**src/rtl/mdio_pkg.sv**
```systemverilog
package mdio_pkg;
  localparam int FRAME_BITS    = 64;
  localparam int PREAMBLE_BITS = 32;
  localparam int DATA_BITS     = 16;
  localparam int ADDR_W        = 5;
  localparam int CTRL_W        = 8;
  localparam int BIT_W         = $clog2(FRAME_BITS);
  // index of the second turnaround bit and of the first data bit
  localparam int TA2_IDX       = FRAME_BITS - DATA_BITS - 1;
  localparam int DATA_IDX      = FRAME_BITS - DATA_BITS;

  typedef struct packed {
    logic load;      // capture a new frame
    logic shiftOut;  // advance to next outgoing bit (on mdc fall)
    logic sampleIn;  // capture mdioIn (on mdc rise, read data phase)
    logic finish;    // last falling edge of frame
  } mdioStrobes_t;
endpackage

```
**src/rtl/mdio_clkdiv.sv**
```systemverilog
module mdio_clkdiv #(
  parameter int DIV_W = 8
) (
  input  logic             clk,
  input  logic             rstN,
  input  logic             run,
  input  logic [DIV_W-1:0] divN,
  output logic             mdc,
  output logic             riseTick,
  output logic             fallTick
);
  logic [DIV_W-1:0] cntQ;
  logic             mdcQ;
  logic             wrapHit;

  assign wrapHit  = run && (cntQ == divN);
  assign riseTick = wrapHit && !mdcQ;
  assign fallTick = wrapHit && mdcQ;
  assign mdc      = mdcQ;

  always_ff @(posedge clk) begin
    if (!rstN || !run) begin
      cntQ <= '0;
      mdcQ <= 1'b0;
    end else if (wrapHit) begin
      cntQ <= '0;
      mdcQ <= ~mdcQ;
    end else begin
      cntQ <= cntQ + 1'b1;
    end
  end
endmodule

```
**src/rtl/mdio_ctrl.sv**
```systemverilog
module mdio_ctrl
  import mdio_pkg::*;
#(
  parameter int             DIV_W     = 8,
  parameter logic [DIV_W-1:0] DIV_RESET = 8'd24
) (
  input  logic              clk,
  input  logic              rstN,
  input  logic              ctrlWe,
  input  logic [CTRL_W-1:0] ctrlWdata,
  input  logic              divWe,
  input  logic [DIV_W-1:0]  divWdata,
  input  logic              riseTick,
  input  logic              fallTick,
  output logic              busy,
  output logic [DIV_W-1:0]  activeDiv,
  output mdioStrobes_t      strobes,
  output logic              mdioOe,
  output logic [CTRL_W-1:0] ctrlRdata
);
  typedef enum logic {ST_IDLE, ST_FRAME} ctrlState_t;

  ctrlState_t        stateQ;
  logic [CTRL_W-1:1] fieldsQ;
  logic [DIV_W-1:0]  divRegQ;
  logic [DIV_W-1:0]  activeDivQ;
  logic [BIT_W-1:0]  bitCntQ;
  logic              lastBit;
  logic              writeSel;

  assign busy      = (stateQ == ST_FRAME);
  assign writeSel  = fieldsQ[1];
  assign lastBit   = (bitCntQ == BIT_W'(FRAME_BITS - 1));
  assign activeDiv = activeDivQ;
  assign ctrlRdata = {fieldsQ, busy};

  always_comb begin
    strobes          = '0;
    strobes.load     = ctrlWe && !busy && ctrlWdata[0];
    strobes.shiftOut = fallTick && !lastBit;
    strobes.finish   = fallTick && lastBit;
    strobes.sampleIn = riseTick && !writeSel && (bitCntQ >= BIT_W'(DATA_IDX));
  end

  // drive during the whole write; release from second turnaround on reads
  assign mdioOe = busy && (writeSel || (bitCntQ < BIT_W'(TA2_IDX)));

  always_ff @(posedge clk) begin
    if (!rstN) begin
      stateQ     <= ST_IDLE;
      fieldsQ    <= '0;
      divRegQ    <= DIV_RESET;
      activeDivQ <= DIV_RESET;
      bitCntQ    <= '0;
    end else begin
      if (divWe) divRegQ <= divWdata;
      if (ctrlWe && !busy) fieldsQ <= ctrlWdata[CTRL_W-1:1];
      unique case (stateQ)
        ST_IDLE: begin
          if (strobes.load) begin
            stateQ     <= ST_FRAME;
            activeDivQ <= divRegQ;
            bitCntQ    <= '0;
          end
        end
        ST_FRAME: begin
          if (strobes.finish) begin
            stateQ  <= ST_IDLE;
            bitCntQ <= '0;
          end else if (strobes.shiftOut) begin
            bitCntQ <= bitCntQ + 1'b1;
          end
        end
        default: stateQ <= ST_IDLE;
      endcase
    end
  end
endmodule

```
**src/rtl/mdio_datapath.sv**
```systemverilog
module mdio_datapath
  import mdio_pkg::*;
#(
  parameter logic [ADDR_W-1:0] PHY_ADDR = 5'd1
) (
  input  logic                 clk,
  input  logic                 rstN,
  input  mdioStrobes_t         strobes,
  input  logic                 loadWrite,
  input  logic [ADDR_W-1:0]    loadRegAddr,
  input  logic                 txWe,
  input  logic [DATA_BITS-1:0] txWdata,
  input  logic                 mdioIn,
  output logic                 mdioOut,
  output logic [DATA_BITS-1:0] rxData
);
  logic [FRAME_BITS-1:0] frameQ;
  logic [DATA_BITS-1:0]  txQ;
  logic [DATA_BITS-1:0]  rxShiftQ;
  logic [DATA_BITS-1:0]  rxQ;
  logic                  readQ;
  logic [FRAME_BITS-1:0] frameNext;

  always_comb begin
    frameNext = {
      {PREAMBLE_BITS{1'b1}},
      2'b01,
      (loadWrite ? 2'b01 : 2'b10),
      PHY_ADDR,
      loadRegAddr,
      (loadWrite ? 2'b10 : 2'b11),
      (loadWrite ? txQ : {DATA_BITS{1'b1}})
    };
  end

  assign mdioOut = frameQ[FRAME_BITS-1];
  assign rxData  = rxQ;

  always_ff @(posedge clk) begin
    if (!rstN) begin
      frameQ   <= '1;
      txQ      <= '0;
      rxShiftQ <= '0;
      rxQ      <= '0;
      readQ    <= 1'b0;
    end else begin
      if (txWe) txQ <= txWdata;
      if (strobes.load) begin
        frameQ <= frameNext;
        readQ  <= !loadWrite;
      end else if (strobes.finish) begin
        frameQ <= '1;
        if (readQ) rxQ <= rxShiftQ;
      end else if (strobes.shiftOut) begin
        frameQ <= {frameQ[FRAME_BITS-2:0], 1'b1};
      end
      if (strobes.sampleIn) rxShiftQ <= {rxShiftQ[DATA_BITS-2:0], mdioIn};
    end
  end
endmodule

```
**src/rtl/mdio_master.sv**
```systemverilog
module mdio_master
  import mdio_pkg::*;
#(
  parameter int                DIV_W     = 8,
  parameter logic [DIV_W-1:0]  DIV_RESET = 8'd24,
  parameter logic [ADDR_W-1:0] PHY_ADDR  = 5'd1
) (
  input  logic                 clk,
  input  logic                 rstN,
  input  logic                 ctrlWe,
  input  logic [CTRL_W-1:0]    ctrlWdata,
  output logic [CTRL_W-1:0]    ctrlRdata,
  input  logic                 divWe,
  input  logic [DIV_W-1:0]     divWdata,
  input  logic                 txWe,
  input  logic [DATA_BITS-1:0] txWdata,
  output logic [DATA_BITS-1:0] rxData,
  output logic                 mdc,
  output logic                 mdioOut,
  output logic                 mdioOe,
  input  logic                 mdioIn
);
  logic             busy;
  logic [DIV_W-1:0] activeDiv;
  logic             riseTick;
  logic             fallTick;
  mdioStrobes_t     strobes;

  mdio_clkdiv #(.DIV_W(DIV_W)) u_clkdiv (
    .clk(clk), .rstN(rstN), .run(busy), .divN(activeDiv),
    .mdc(mdc), .riseTick(riseTick), .fallTick(fallTick)
  );

  mdio_ctrl #(.DIV_W(DIV_W), .DIV_RESET(DIV_RESET)) u_ctrl (
    .clk(clk), .rstN(rstN), .ctrlWe(ctrlWe), .ctrlWdata(ctrlWdata),
    .divWe(divWe), .divWdata(divWdata), .riseTick(riseTick),
    .fallTick(fallTick), .busy(busy), .activeDiv(activeDiv),
    .strobes(strobes), .mdioOe(mdioOe), .ctrlRdata(ctrlRdata)
  );

  mdio_datapath #(.PHY_ADDR(PHY_ADDR)) u_dp (
    .clk(clk), .rstN(rstN), .strobes(strobes),
    .loadWrite(ctrlWdata[1]), .loadRegAddr(ctrlWdata[CTRL_W-1:3]),
    .txWe(txWe), .txWdata(txWdata), .mdioIn(mdioIn),
    .mdioOut(mdioOut), .rxData(rxData)
  );
endmodule

```
**config.mk**
```make
export PLATFORM = sky130hd
export DESIGN_NAME = mdio_master
export DESIGN_NICKNAME = d
export VERILOG_FILES = /design/src/rtl/mdio_pkg.sv /design/src/rtl/mdio_clkdiv.sv /design/src/rtl/mdio_ctrl.sv /design/src/rtl/mdio_datapath.sv /design/src/rtl/mdio_master.sv
export SDC_FILE = /design/constraint.sdc
export NUM_CORES = 1
export LEC_CHECK = 0
export ABC_CLOCK_PERIOD_IN_PS = 2400
export BUFFER_PORTS_ARGS = -buffer_cell sky130_fd_sc_hd__buf_4
export CELL_PAD_IN_SITES_DETAIL_PLACEMENT = 1
export CELL_PAD_IN_SITES_GLOBAL_PLACEMENT = 1
export CORE_UTILIZATION = 23
export DETAILED_ROUTE_END_ITERATION = 12
export PLACE_DENSITY_LB_ADDON = 0.1
export SLEW_MARGIN = 15
export SYNTH_ARGS = -nofsm -noshare
export SYNTH_HDL_FRONTEND = slang
export SYNTH_SLANG_ARGS = --single-unit
```
**constraint.sdc**
```tcl
create_clock -name clk -period 2.4 [get_ports clk]
set_input_delay 0.24 -clock clk [delete_from_list [all_inputs] [get_ports clk]]
set_output_delay 0.24 -clock clk [all_outputs]
set_load 0.02 [all_outputs]
```
== Word level (Yosys, flattened, before mapping) ==
Index checks and enable logic that the tools add are counted.

* Reduce and logical (&&, ||, !) cells: 24
* Add/subtract/negate cells: 2
* Order comparisons: 2
* Mux-type cells: 13
* Equality and inequality tests: 4
* Bitwise operators: 4

{| class="wikitable"
|+ Operators with widths
! operator !! number
|-
| $mux 32 || 3
|-
| $mux 6 || 3
|-
| $mux 16 || 1
|-
| $pmux 6 s2 || 1
|-
| $logic_and 1x1->1 || 10
|-
| $add 8x1->8 const B || 1
|-
| $eq 8x8->1 || 1
|-
| $add 6x1->6 const B || 1
|-
| $eq 6x6->1 const B || 1
|-
| $ge 6x6->1 const B || 1
|-
| $logic_not 1->1 || 6
|-
| $lt 6x6->1 const B || 1
|-
| $not 1->1 || 4
|-
| $reduce_and 2->1 || 2
|-
| $mux 1 || 3
|-
| $ne 3x3->1 const B || 1
|-
| $reduce_and 3->1 || 1
|-
| $reduce_bool 3->1 || 1
|-
| $reduce_or 3->1 || 1
|-
| $logic_or 1x1->1 || 2
|-
| $mux 2 || 1
|-
| $ne 2x2->1 const B || 1
|-
| $pmux 1 s2 || 1
|-
| $reduce_or 2->1 || 1
|}

* Output and inout bits: 27
* Logic and storage cells: 62
* Flip-flop bits (word level): 152

== Logic depth before layout (Yosys ltp) ==
Gate-level depths: netlist of the first run.

* Depth in word-level cells: 7
* Mapped depth: 9
* Gate-level depth less buffers: 6

== By module ==
A second synthesis of the first run with hierarchy kept.

* Cells, all modules: 621
* Area total of the unflattened synthesis: 6407.4 um^2

{| class="wikitable"
|+ By module, submodules not included
! module !! times used !! cells an instance !! area an instance (um^2) !! sequential area each (um^2)
|-
| mdio_datapath || 1 || 442 || 4669.5 || 2262.2
|-
| mdio_ctrl || 1 || 130 || 1260.0 || 600.6
|-
| mdio_clkdiv || 1 || 49 || 478.0 || 180.2
|}

== Worst setup path after synthesis of the first run ==
No wires, ideal clock.

* Path kind: reg2reg
* From: register u_clkdiv.mdcQ, in the netlist u_clkdiv.mdc
* To: register u_dp.frameQ[33]
* Setup time: 0.125 ns
* Stages on the path, launching flop included: 8
* Period minus slack after synthesis: 2.016 ns
* Path slack: 0.384 ns
* Arrival time: 1.891 ns
* Cell sequence: dfxtp_1 > inv_2 > or4_1 > nand4bb_1 > clkbuf_1 > clkbuf_1 > nand2_1 > nand3_1

* Word-level cells in the longest chain between the ends: 3

{| class="wikitable"
|+ RTL lines
! what !! RTL line !! RTL
|-
| start: declaration || mdio_clkdiv.sv:13 || <nowiki>logic mdcQ;</nowiki>
|-
| start signal: assignment || mdio_clkdiv.sv:27 || <nowiki>mdcQ <= ~mdcQ;</nowiki>
|-
| $logic_and 1x1->1 * || mdio_clkdiv.sv:18 || <nowiki>assign fallTick = wrapHit && mdcQ;</nowiki>
|-
| $logic_and 1x1->1 || mdio_ctrl.sv:41 || <nowiki>strobes.finish = fallTick && lastBit;</nowiki>
|-
| $reduce_or 3->1 (no line) || -- ||
|-
| end signal: assignment || mdio_datapath.sv:49 || <nowiki>frameQ <= frameNext;</nowiki>
|-
| end signal: assignment || mdio_datapath.sv:55 || <nowiki>frameQ <= {frameQ[FRAME_BITS-2:0], 1'b1};</nowiki>
|-
| end: declaration || mdio_datapath.sv:17 || <nowiki>logic [FRAME_BITS-1:0] frameQ;</nowiki>
|}

Every way passes the cells marked *; elsewhere a longest branch is shown, timed or not.
A chain may end at the register's enable or synchronous reset.

== Worst setup path after layout of the first run ==
* From: register u_clkdiv.cntQ[3]
* To: register u_dp.frameQ[33]

* Word-level cells in the longest chain between the ends: 5

{| class="wikitable"
|+ RTL lines
! what !! RTL line !! RTL
|-
| start: declaration || mdio_clkdiv.sv:12 || <nowiki>logic [DIV_W-1:0] cntQ;</nowiki>
|-
| start signal: assignment || mdio_clkdiv.sv:29 || <nowiki>cntQ <= cntQ + 1'b1;</nowiki>
|-
| $eq 8x8->1 * || mdio_clkdiv.sv:16 || <nowiki>assign wrapHit = run && (cntQ == divN);</nowiki>
|-
| $logic_and 1x1->1 * || mdio_clkdiv.sv:16 ||
|-
| $logic_and 1x1->1 * || mdio_clkdiv.sv:18 ||
|-
| $logic_and 1x1->1 || mdio_ctrl.sv:41 ||
|-
| $reduce_or 3->1 (no line) || -- ||
|}

Marked as above.

==> summary.md, run 1 <==
| Metric | Value |
|---|---|
| H-tree levels | 4 |
| Post-Synth XOR/XNOR Area | 2.109% |
| CTS Root Cell | clkbuf_16 |
| Post-CTS setup buffers | 0 |
| Distinct cells, synth | 47 |
| Sequential-to-total area share from yosys stat | between 50% and 60% |
| Starting Density | 23.69% |
| Worst path cell trace | xor2_1 -> a2111oi_4 -> buf_4 -> nand4_1 -> a22o_1 -> buf_4 -> nand3_1 |
| Syn Nets | 697 |
| Relative slew slack | 56.31% |
| Skew-Pair Late Insertion Delay | 0.42 ns |
| Max incr delay on CP | 0.66 ns |
| Final core occ | 29.64% |
| Die ar. | 25910 µm² |
| Commonest cells after routing, fill and taps aside | dfxtp_1, nand2_1, nand3_1, buf_4 |
| Largest net degree at the start of global routing | 35 |
| WP buf/inv | 2 |
| Slowest stage cell, crit path | a2111oi_4 |
| WS Path Type | flop to flop |
| Worst clock skew | ~0.012 ns |
| TritonCTS buffer count | 17 |
| Hold-fix buffer count after cts | 0 |
| F_max | around 440 MHz |
| Clock slew at reported path FFs | 0.06 ns |
| Post-Syn Area | 5813 µm² |
| Critical path's top delay family | compound AO/OA/AOI/OAI gates |
| Adder-Cell Fraction of Synth Area | less than 1% |
| Syn Area/Cell | 8.848 µm² |
| Hold/Removal Path Class | input port to flop |
| Antenna viol nets, final | 0 |
| Core Box Area | approximately 25000 µm² |
| First-pass GRT wire length | 24.78 mm |
| Crit-path max FO | 33 |
| Routed vias | between 4000 and 5000 |
| Die height | between 150 and 200 µm |
| Status | finished clean |
| Crit. End Element | flop |
| RSZ-0062 raised after global routing | false |
| Initial antenna violation count | 0 |
| Grt total ovfl | 0 |
| Final Slew Violations | 0 |
| Fin nets | 751 |
| Power after layout | 5.803 mW |
| Commonest non-fill, non-tap cell in the layout | dfxtp_1 |
| Final Hold Fails | 0 |
| Yosys warnings | 0 |
| Multiplexer share of the synthesized area | 8.265% |
| Largest family of logic cells by synthesized area | simple AND/OR/NAND/NOR gates |
| Max Cap Violations | 0 |
| Remaining routing DRC violations | 0 |
| Final setup fails | 0 |
| Setup TNS | 0 ns |
| Worst EP required | 2.75 ns |
| GRT Overall Usage | approximately an eighth |
| Synth Area in Compound Gates | 8.889% |
| Critical Path AT | 2.63 ns |
| Cell Pwr Density | 798.2 nW/µm² |
| Slew of the pin with the lowest slew margin | 0.6554 ns |
| Share of layout cells above drive strength 1 | between 15 and 20% |
| Maximum VDD drop | 0.4375 mV |
| Num ports | 65 |
| Dpl cells | about 1000 |
| Asr flop ratio synth | 0% |
| Hpwl dp | 9.784 mm |
| Synth-to-layout area growth | 25.08% |
| Routed wire length per instance | 14.17 µm |
| Pre-Repair DR Iteration Count | 4 |
| Yosys reg bits | 152 |
| Post-CTS sizing | 0 |
| Crit share post-route | between 90% and 100% |
| Cells after synthesis | 657 |
| # diodes | 0 |
| Main synth FF type | dfxtp_1 |
| Post-DR vias/cell | around 4.5 |
| Die X-Extent | 161.0 µm |
| Min Tclk post-route | 2.276 ns |
| Vias in the first global route | 4788 |
| Cells on Worst Hold Path | 3 |
| Most frequent CP cell | buf_4 |
| Initial DRC count | approximately 170 |
| Simple-gate portion of the synthesized area | between 20 and 25% |
| R2R depth | 7 |
| Buffer depth of the longest clock path | 2 |
| Gp weighted congestion | between 0.7 and 0.8 |
| TritonCTS clock tree | done |
| Port Buffers | 64 |
| CTS sink cnt | ~150 |
| EDFF count, synth | 0 |
| Row count | between 50 and 60 |
| Leakage | 3.144 nW |
| Finished Cell Area | 7271 µm² |
| Critical path depth | 7 |
| WL final | 14.84 mm |
| Placement Cell Area | 6654 µm² |
| Crit start category | flop |
| Non-Filler Instances | 1047 |
==> through the flow <==
step	hold slack, ns	setup slack [ns]
global placement	0.4301	0.2671
detailed placement	0.4371	0.1597
CTS	0.02067	0.1118
finish	0.03935	0.1236
global route	0.03049	0.009256
floorplan	0.3640	0.3840
==> final timing paths <==
path	from	slack (ns)	to
worst max-delay path	u_clkdiv.cntQ[3]	0.12	u_dp.frameQ[33]
worst min-delay path	divWdata[4]	0.04	u_ctrl.divRegQ[4]
worst max register to register	u_clkdiv.cntQ[3]	0.12	u_dp.frameQ[33]
worst min register to register	u_dp.frameQ[9]	0.45	u_dp.frameQ[9]
==> synthesized netlist by cell type, drive strengths merged, types with 2 or more instances <==
| cell | number | share of area [%] |
|---|---|---|
| a21oi | 23 | 2.0 |
| a2bb2oi | 5 | 0.75 |
| a311o | 2 | 0.34 |
| and2 | 3 | 0.32 |
| and3 | 5 | 0.62 |
| and4 | 2 | 0.30 |
| buf | 19 | 1.7 |
| clkbuf | 30 | 1.9 |
| dfxtp | 152 | 52 |
| ha | 2 | 0.43 |
| inv | 4 | 0.26 |
| mux2i | 48 | 8.3 |
| nand2 | 129 | 8.3 |
| nand3 | 93 | 8.0 |
| nand4 | 6 | 0.90 |
| nand4b | 3 | 0.45 |
| nor2 | 49 | 3.2 |
| nor2b | 3 | 0.32 |
| nor3 | 5 | 0.52 |
| o211a | 2 | 0.34 |
| o21ai | 41 | 3.5 |
| or3 | 2 | 0.22 |
| xnor2 | 3 | 0.45 |
| xor2 | 11 | 1.7 |
==> where the power goes <==
part	switching [mW]	total, mW	internal, mW	leakage (nW)
logic	0.193	0.343	0.150	1.62
registers	0.0435	2.64	2.60	1.24
clock network	1.12	2.82	1.70	0.290
==> sequential cells by signal (all words and copies together) (netlist names) <==
name,count
u_dp.frameQ,64
u_ctrl.busy,1
u_dp.txQ,16
u_ctrl.divRegQ,8
u_clkdiv.cntQ,8
u_dp.rxData,16
u_clkdiv.mdc,1
u_ctrl.activeDiv,8
u_dp.readQ,1
u_ctrl.fieldsQ,7
u_ctrl.bitCntQ,6
u_dp.rxShiftQ,16
==> layout make-up <==
type,count,area [µm²]
Fill cell,2854,17260
Timing Repair Buffer,84,630.6
Sequential cell,152,3043
Clock inverter,12,163.9
Multi-Input combinational cell,452,2560
Inverter,4,15.01
Clock buffer,19,452.9
Tap cell,324,405.4
==> worst min-delay path: stages <==
cell	delay, ns
buf_4	0.08
mux2i_1	0.05
nand2_1	0.06
==> per-layer routing <==
| metal | up-vias | track usage, % | part of all wire (%) | routed length [µm] |
|---|---|---|---|---|
| li1 | 2353 | - | - | - |
| met1 | 2279 | 14.87 | 48 | 7086 |
| met2 | 40 | 20.55 | 48 | 7184 |
| met3 | 11 | 3.364 | 2.8 | 411 |
| met4 | 0 | 3.259 | 1.1 | 156 |
| met5 | - | 0 | 0 | 0 |
==> cell families (layout without fill, tap and decap cells) <==
family / Yosys count / in the layout
AO/OA/AOI/OAI: 82 / 82
XOR/XNOR: 14 / 14
adder cells (fa/ha/maj): 2 / 2
buffers and inverters: 53 / 119
flip-flops: 152 / 152
multiplexers: 48 / 48
AND/OR/NAND/NOR: 306 / 306
(Power assumes the default switching activity.)
==> run 2: changes to the inputs <==
- HOLD_SLACK_MARGIN: default -> 0.03
- SYNTH_HIERARCHICAL: default -> 1
==> summary.md, run 2 <==
| Metric | Value |
|---|---|
| Pre-Repair DR Iteration Count | 4 |
| Setup TNS | 0 ns |
| Crit start category | flop |
| Gp weighted congestion | about 0.7 |
| FF-to-FF setup slack | 0.20 ns |
| Top cells by area, synth | dfxtp_1, mux2i_1, nand2_1 |
| Largest register FFs | 64 |
| Setup ws final | 0.2008 ns |
| Post-Syn Area | 6407 µm² |
| Worst clock skew | 0.01314 ns |
| Largest reg by FF count | u_dp/frameQ |
| Skew-Pair Late Insertion Delay | 0.42 ns |
| CTS Root Cell | clkbuf_16 |
| Initial antenna violation count | 0 |
| Commonest non-fill, non-tap cell in the layout | dfxtp_1 |
| Reg2reg end | u_dp/frameQ[55] |
| Fin nets | 724 |
| Routed wire length per instance | 13.97 µm |
| Crit-path max FO | 33 |
| First-pass GRT wire length | 24.68 mm |
| Asr flop ratio synth | 0% |
| Worst r2r src | u_clkdiv/cntQ[1] |
| Main synth FF type | dfxtp_1 |
| Sequential-to-total area share from yosys stat | 47.49% |
| Reg power frac | a little under half |
| Antenna viol nets, final | 0 |
| Synth Area in Compound Gates | a little over a tenth |
| Simple-gate portion of the synthesized area | 16.83% |
| Comb pwr share | 7.2% |
| Row count | 60 |
| GRT Overall Usage | a little over a tenth |
| Leading area contributor after synthesis | dfxtp_1 |
| Syn Area/Cell | ~10 µm² |
| Status | finished clean |
| Top-count cell post-synth | dfxtp_1 |
| Internal power | 4.254 mW |
| TritonCTS buffer count | 17 |
| Initial DRC count | 114 |
| Post-Synth XOR/XNOR Area | 2.597% |
| Worst path cell trace | xnor2_1 -> nand4_2 -> nor2_2 -> and3_1 -> inv_1 -> nor3_2 -> buf_4 -> buf_4 -> nor3b_4 -> buf_12 -> nand2_1 |
| Max Cap Violations | 0 |
| Post-DR vias/cell | 4.210 |
| FF/Latch Area | 3045 µm² |
| Final setup fails | 0 |
| Slew of the pin with the lowest slew margin | 0.5529 ns |
| WS Path Type | flop to flop |
| Cells after synthesis | between 600 and 700 |
| Synth-to-layout area growth | 24.60% |
| Yosys warnings | 6 |
| Critical Path AT | ~2.5 ns |
| Clock slew at reported path FFs | 0.06 ns |
| Syn Nets | ~660 |
| Largest net degree at the start of global routing | 63 |
| Min Tclk post-route | 2.199 ns |
| Yosys reg bits | 152 |
| Switching power | about 1.4 mW |
| Remaining routing DRC violations | 0 |
| Multi-input logic area | about 3000 µm² |
| F_max | ~450 MHz |
| Most frequent CP cell | buf_4 |
| Slowest stage cell, crit path | dfxtp_1 |
| Area share of the largest cell type after synthesis | 47.49% |
| Worst slack, placed | 0.1388 ns |
| Largest family of logic cells by synthesized area | simple AND/OR/NAND/NOR gates |
| Die X-Extent | 168.9 µm |
| Vias in the first global route | between 4000 and 5000 |
| Crit. End Element | flop |
| Distinct cells, synth | 47 |
| TritonCTS clock tree | done |
| Buffer depth of the longest clock path | 2 |
| EDFF count, synth | 0 |
| Num ports | 65 |
| Commonest cells after routing, fill and taps aside | dfxtp_1, mux2i_1, nand2_1, buf_4, nor2b_1 |
| Crit share post-route | 91.63% |
| Routed vias | 4496 |
| Die height | roughly 170 µm |
| Port Buffers | 64 |
| FILL cells | around 3100 |
| Die ar. | 28530 µm² |
| CTS sink cnt | approximately 150 |
| Multiplexer share of the synthesized area | 16.56% |
| Relative slew slack | 63.14% |
| Final Slew Violations | 0 |
| Final Hold Fails | 0 |
| Commonest cells post-synth | dfxtp_1, mux2i_1, nand2_1 |
| Hold/Removal Path Class | input port to flop |
| WL final | approximately 15 mm |
| RSZ-0062 raised after global routing | false |
| Adder-Cell Fraction of Synth Area | 0.3905% |
| H-tree levels | 4 |
| Worst EP required | 2.71 ns |
| Leakage | 3.009 nW |
| Clk network pwr share | approximately 46% |
| Grt total ovfl | 0 |
| # diodes | 0 |
| Share of layout cells above drive strength 1 | between 20 and 25% |
| R2R depth | 11 |
| Hpwl dp | 10.21 mm |
| Cell Pwr Density | 706.7 nW/µm² |
| WHS Endpoint | u_ctrl/divRegQ[3] |
| Starting Density | 23.58% |
| Core Box Area | 27180 µm² |
| Cells on Worst Hold Path | 3 |
| Max incr delay on CP | 0.34 ns |
| Hold Crit Start | divWdata[3] |
| Net Sw Frac | 24.61% |
| Maximum VDD drop | 0.3557 mV |
==> run 2: cell count changes after synthesis, sizes merged, moves of 14 or more <==
cell    delta
o21ai     -38
nor2b     +49
clkbuf    -16
nand2     -38
and3b     +18
nand3     -84
mux2i     +58
a211oi    +22
nor2      -34
inv       +21
o221ai    +21
a21oi     -14
==> run 2: worst max-delay path by stage <==
stage,start,slack [ns],cells after the start,to
3_5_place_dp,u_clkdiv/cntQ[1],0.14,9,u_dp/frameQ[24]
2_1_floorplan,u_clkdiv/cntQ[0],0.20,11,u_dp/rxData[10]
6_report,u_clkdiv/cntQ[1],0.20,11,u_dp/frameQ[55]
5_1_grt,u_clkdiv/cntQ[1],0.02,11,u_dp/frameQ[44]
3_3_place_gp,u_clkdiv/cntQ[1],0.18,9,u_dp/frameQ[24]
4_1_cts,u_clkdiv/cntQ[1],0.13,9,u_dp/frameQ[1]
==> run 2: critical path: cells and delay by family (launching register included) <==
family / cells / cell delay, ns
XOR/XNOR: 1 / 0.14
buffers and inverters: 4 / 0.70
flip-flops: 1 / 0.34
AND/OR/NAND/NOR: 6 / 0.88
==> run 2: timing repair <==
item | CTS | global route
setup buffers | 0 | 1
hold buffers | 1 | 0
endpoints found under the setup margin | 0 | 10
hold endpoints to repair | 1 | 0
resized for setup | 0 | 2
==> run 2: power groups by stage <==
stage          Sequential [mW]  Combinational (mW)  Clock (mW)
6_report                  2.64               0.404        2.60
5_1_grt                   2.65               0.447        2.81
4_1_cts                   2.64               0.415        2.72
3_5_place_dp              2.70               0.412           0
3_3_place_gp              2.70               0.404           0
2_1_floorplan             2.69               0.263           0
==> run 2: metal layers <==
layer	part of all wire [%]	up-vias	routed length, µm	track usage, %
li1	-	2245	-	-
met2	48	57	7215	18.40
met4	1.5	0	227	4.625
met1	46	2179	6896	13.40
met3	3.9	15	583	2.455
met5	0	-	0	0
==> run 2: final cells by class <==
type / count / area share (%)
repair buffers: 90 / 9.748
well taps: 372 / 5.830
multi-input cells: 398 / 38.05
clock inverters: 12 / 1.504
flip-flops and latches: 152 / 38.14
clock buffers: 19 / 5.548
inverters: 25 / 1.175
==> run 2: per-stage QoR <==
step	power (mW)	util, %	std cells	hold slack [ns]	area (µm²)
detailed placement	3.112	27.19	1035	0.4477	7388
global route	5.905	29.38	1068	0.06532	7984
finish	5.642	29.38	1068	0.05801	7984
CTS	5.779	29.30	1067	0.03828	7961
global placement	3.101	27.19	1035	0.4475	7388
floorplan	2.957	-	621	0.3684	6407
==> run 2: kinds of logic (layout without fill, tap and decap cells) <==
| logic type | count (synthesis) | count (layout) |
|---|---|---|
| multiplexers | 106 | 106 |
| XOR/XNOR | 19 | 19 |
| flip-flops | 152 | 152 |
| buffers and inverters | 71 | 146 |
| adder cells (fa/ha/maj) | 2 | 2 |
| AO/OA/AOI/OAI | 70 | 70 |
| AND/OR/NAND/NOR | 201 | 201 |
==> run 3: changes to the inputs <==
--- a/config.mk
+++ b/config.mk
@@ -6,5 +6,4 @@
 export NUM_CORES = 1
 export LEC_CHECK = 0
-export ABC_CLOCK_PERIOD_IN_PS = 2400
 export BUFFER_PORTS_ARGS = -buffer_cell sky130_fd_sc_hd__buf_4
 export CELL_PAD_IN_SITES_DETAIL_PLACEMENT = 1
==> constraint.sdc (replaced) <==
create_clock -name clk -period 2.4 [get_ports clk]
set_input_delay 0.12 -clock clk [delete_from_list [all_inputs] [get_ports clk]]
set_output_delay 0.12 -clock clk [all_outputs]
set_load 0.02 [all_outputs]
==> summary.md, run 3 (same netlist as run 2, synthesis figures left out) <==
| Metric | Value |
|---|---|
| Post-DR vias/cell | approximately 4.2 |
| Remaining routing DRC violations | 0 |
| Placement Cell Area | 7393 µm² |
| Setup ws final | 0.1818 ns |
| Final core occ | 30.79% |
| Skew-Pair Late Insertion Delay | 0.42 ns |
| Slew of the pin with the lowest slew margin | 0.5407 ns |
| Max Cap Violations | 0 |
| Hold Crit Start | ctrlWdata[3] |
| Hold/Removal Path Class | input port to flop |
| H-tree levels | 4 |
| Row count | 60 |
| R2R depth | 12 |
| Leakage | approximately 3.2 nW |
| Initial DRC count | 115 |
| WL final | 15.29 mm |
| Hpwl dp | 10.03 mm |
| TritonCTS clock tree | done |
| Crit-path max FO | 17 |
| Buffer depth of the longest clock path | 2 |
| Die ar. | 28530 µm² |
| Reg2reg end | u_dp/frameQ[44] |
| Routed wire length per instance | 13.91 µm |
| Commonest cells after routing, fill and taps aside | dfxtp_1, mux2i_1, nand2_1, buf_4, nor2b_1 |
| Comb pwr share | 7.9% |
| First-pass GRT wire length | about 25 mm |
| Grt total ovfl | 0 |
| Commonest non-fill, non-tap cell in the layout | dfxtp_1 |
| Fin nets | 754 |
| Net Sw Frac | 23.80% |
| FF/Latch Area | 3045 µm² |
| FF-to-FF setup slack | 0.18 ns |
| Routed vias | approximately 4600 |
| Die X-Extent | 168.9 µm |
| Reg power frac | 45.3% |
| Largest reg by FF count | u_dp/frameQ |
| Final Slew Violations | 0 |
| Antenna viol nets, final | 0 |
| Worst EP required | 2.76 ns |
| Finished Cell Area | between 8000 and 9000 µm² |
| Vias in the first global route | 4904 |
| Worst clock skew | 0.01350 ns |
| Port Buffers | between 60 and 70 |
| Cells on Worst Hold Path | 3 |
| Gp weighted congestion | about 0.7 |
| Setup TNS | 0 ns |
| Internal power | 4.441 mW |
| Final setup fails | 0 |
| Max incr delay on CP | 0.32 ns |
| Largest net degree at the start of global routing | 63 |
| Die height | 168.9 µm |
| Worst slack, placed | 0.1344 ns |
| WHS Endpoint | u_ctrl/fieldsQ[3] |
| Switching power | 1.387 mW |
| Largest register FFs | 64 |
| Initial antenna violation count | 0 |
| Most frequent CP cell | buf_12 |
| WS Path Type | flop to flop |
| Critical Path AT | 2.57 ns |
| CTS sink cnt | 152 |
| Cell Pwr Density | 696.6 nW/µm² |
| Power after layout | 5.828 mW |
| Status | finished clean |
| Core Box Area | 27180 µm² |
| F_max | between 400 and 500 MHz |
| Min Tclk post-route | 2.218 ns |
| # diodes | 0 |
| FILL cells | 3093 |
| Crit start category | flop |
| Crit share post-route | between 90% and 100% |
| Crit. End Element | flop |
| Clk network pwr share | 46.7% |
| Slowest stage cell, crit path | dfxtp_1 |
| Clock slew at reported path FFs | roughly 0.070 ns |
| Worst path cell trace | xnor2_1 -> nand4_2 -> nor2_4 -> and3_1 -> inv_1 -> nor3_2 -> buf_4 -> buf_6 -> nor3b_4 -> buf_12 -> buf_12 -> nand2_1 |
| GRT Overall Usage | about 11% |
| Starting Density | 23.58% |
| Synth-to-layout area growth | 30.58% |
| CTS Root Cell | clkbuf_16 |
| Final Hold Fails | 0 |
| TritonCTS buffer count | 17 |
| Num ports | 65 |
| Multi-input logic area | 3050 µm² |
| Worst r2r src | u_clkdiv/cntQ[4] |
| Maximum VDD drop | 0.3744 mV |
| Relative slew slack | 63.95% |
| Pre-Repair DR Iteration Count | 4 |
| Share of layout cells above drive strength 1 | 22.15% |
[run 3: per-stage QoR]
step / instances / hold WS, ns
CTS: 1096 / 0.03646
detailed placement: 1034 / 0.3523
global placement: 1034 / 0.3407
floorplan: 621 / 0.2484
finish: 1099 / 0.05371
global route: 1099 / 0.04629
[run 3: worst max-delay path by stage]
stage / start / end / slack [ns] / cells past startpoint
2_1_floorplan: u_clkdiv/cntQ[0] / u_dp/rxData[10] / 0.20 / 11
3_3_place_gp: u_clkdiv/cntQ[1] / u_dp/frameQ[1] / 0.18 / 9
3_5_place_dp: u_clkdiv/cntQ[1] / u_dp/frameQ[1] / 0.13 / 9
4_1_cts: u_clkdiv/cntQ[1] / u_dp/frameQ[29] / 0.11 / 9
5_1_grt: u_clkdiv/cntQ[3] / u_dp/frameQ[44] / -0.02 / 12
6_report: u_clkdiv/cntQ[4] / u_dp/frameQ[44] / 0.18 / 12
[run 3: repair_timing]
item | CTS | global route
endpoints found under the setup margin | 0 | 35
gates resized for setup | 0 | 5
endpoints found under the hold margin | 32 | 0
hold buffers | 30 | 0
setup buffers | 0 | 1
[run 3: worst max-delay path: cells and delay by family, from the launching register on]
kind / cells / cell delay (ns)
XOR/XNOR: 1 / 0.19
AND/OR/NAND/NOR: 6 / 0.92
flip-flops: 1 / 0.32
buffers and inverters: 5 / 0.71
[run 3: power groups by stage]
stage                     registers (mW)  clock network (mW)  logic (mW)
after global routing                2.65                2.96       0.509
after global placement              2.70                   0       0.406
after detailed placement            2.70                   0       0.415
after floorplan                     2.69                   0       0.263
final                               2.64                2.72       0.463
after CTS                           2.64                2.84       0.456
[run 3: per-layer routing]
metal	share of wire [%]	wire [µm]	global-route usage, %	up-vias
met5	0	0	0	-
met4	1.4	221	4.269	0
met3	3.5	528	2.689	11
met2	48	7303	18.61	55
met1	47	7237	13.77	2248
li1	-	-	-	2306
[run 3: area by class of cell]
cell class              count  area share, %
inverters                  25          1.122
well taps                 372          5.563
repair buffers            120          13.31
flip-flops and latches    152          36.40
multi-input cells         398          36.46
clock buffers              21          5.503
clock inverters            11          1.645
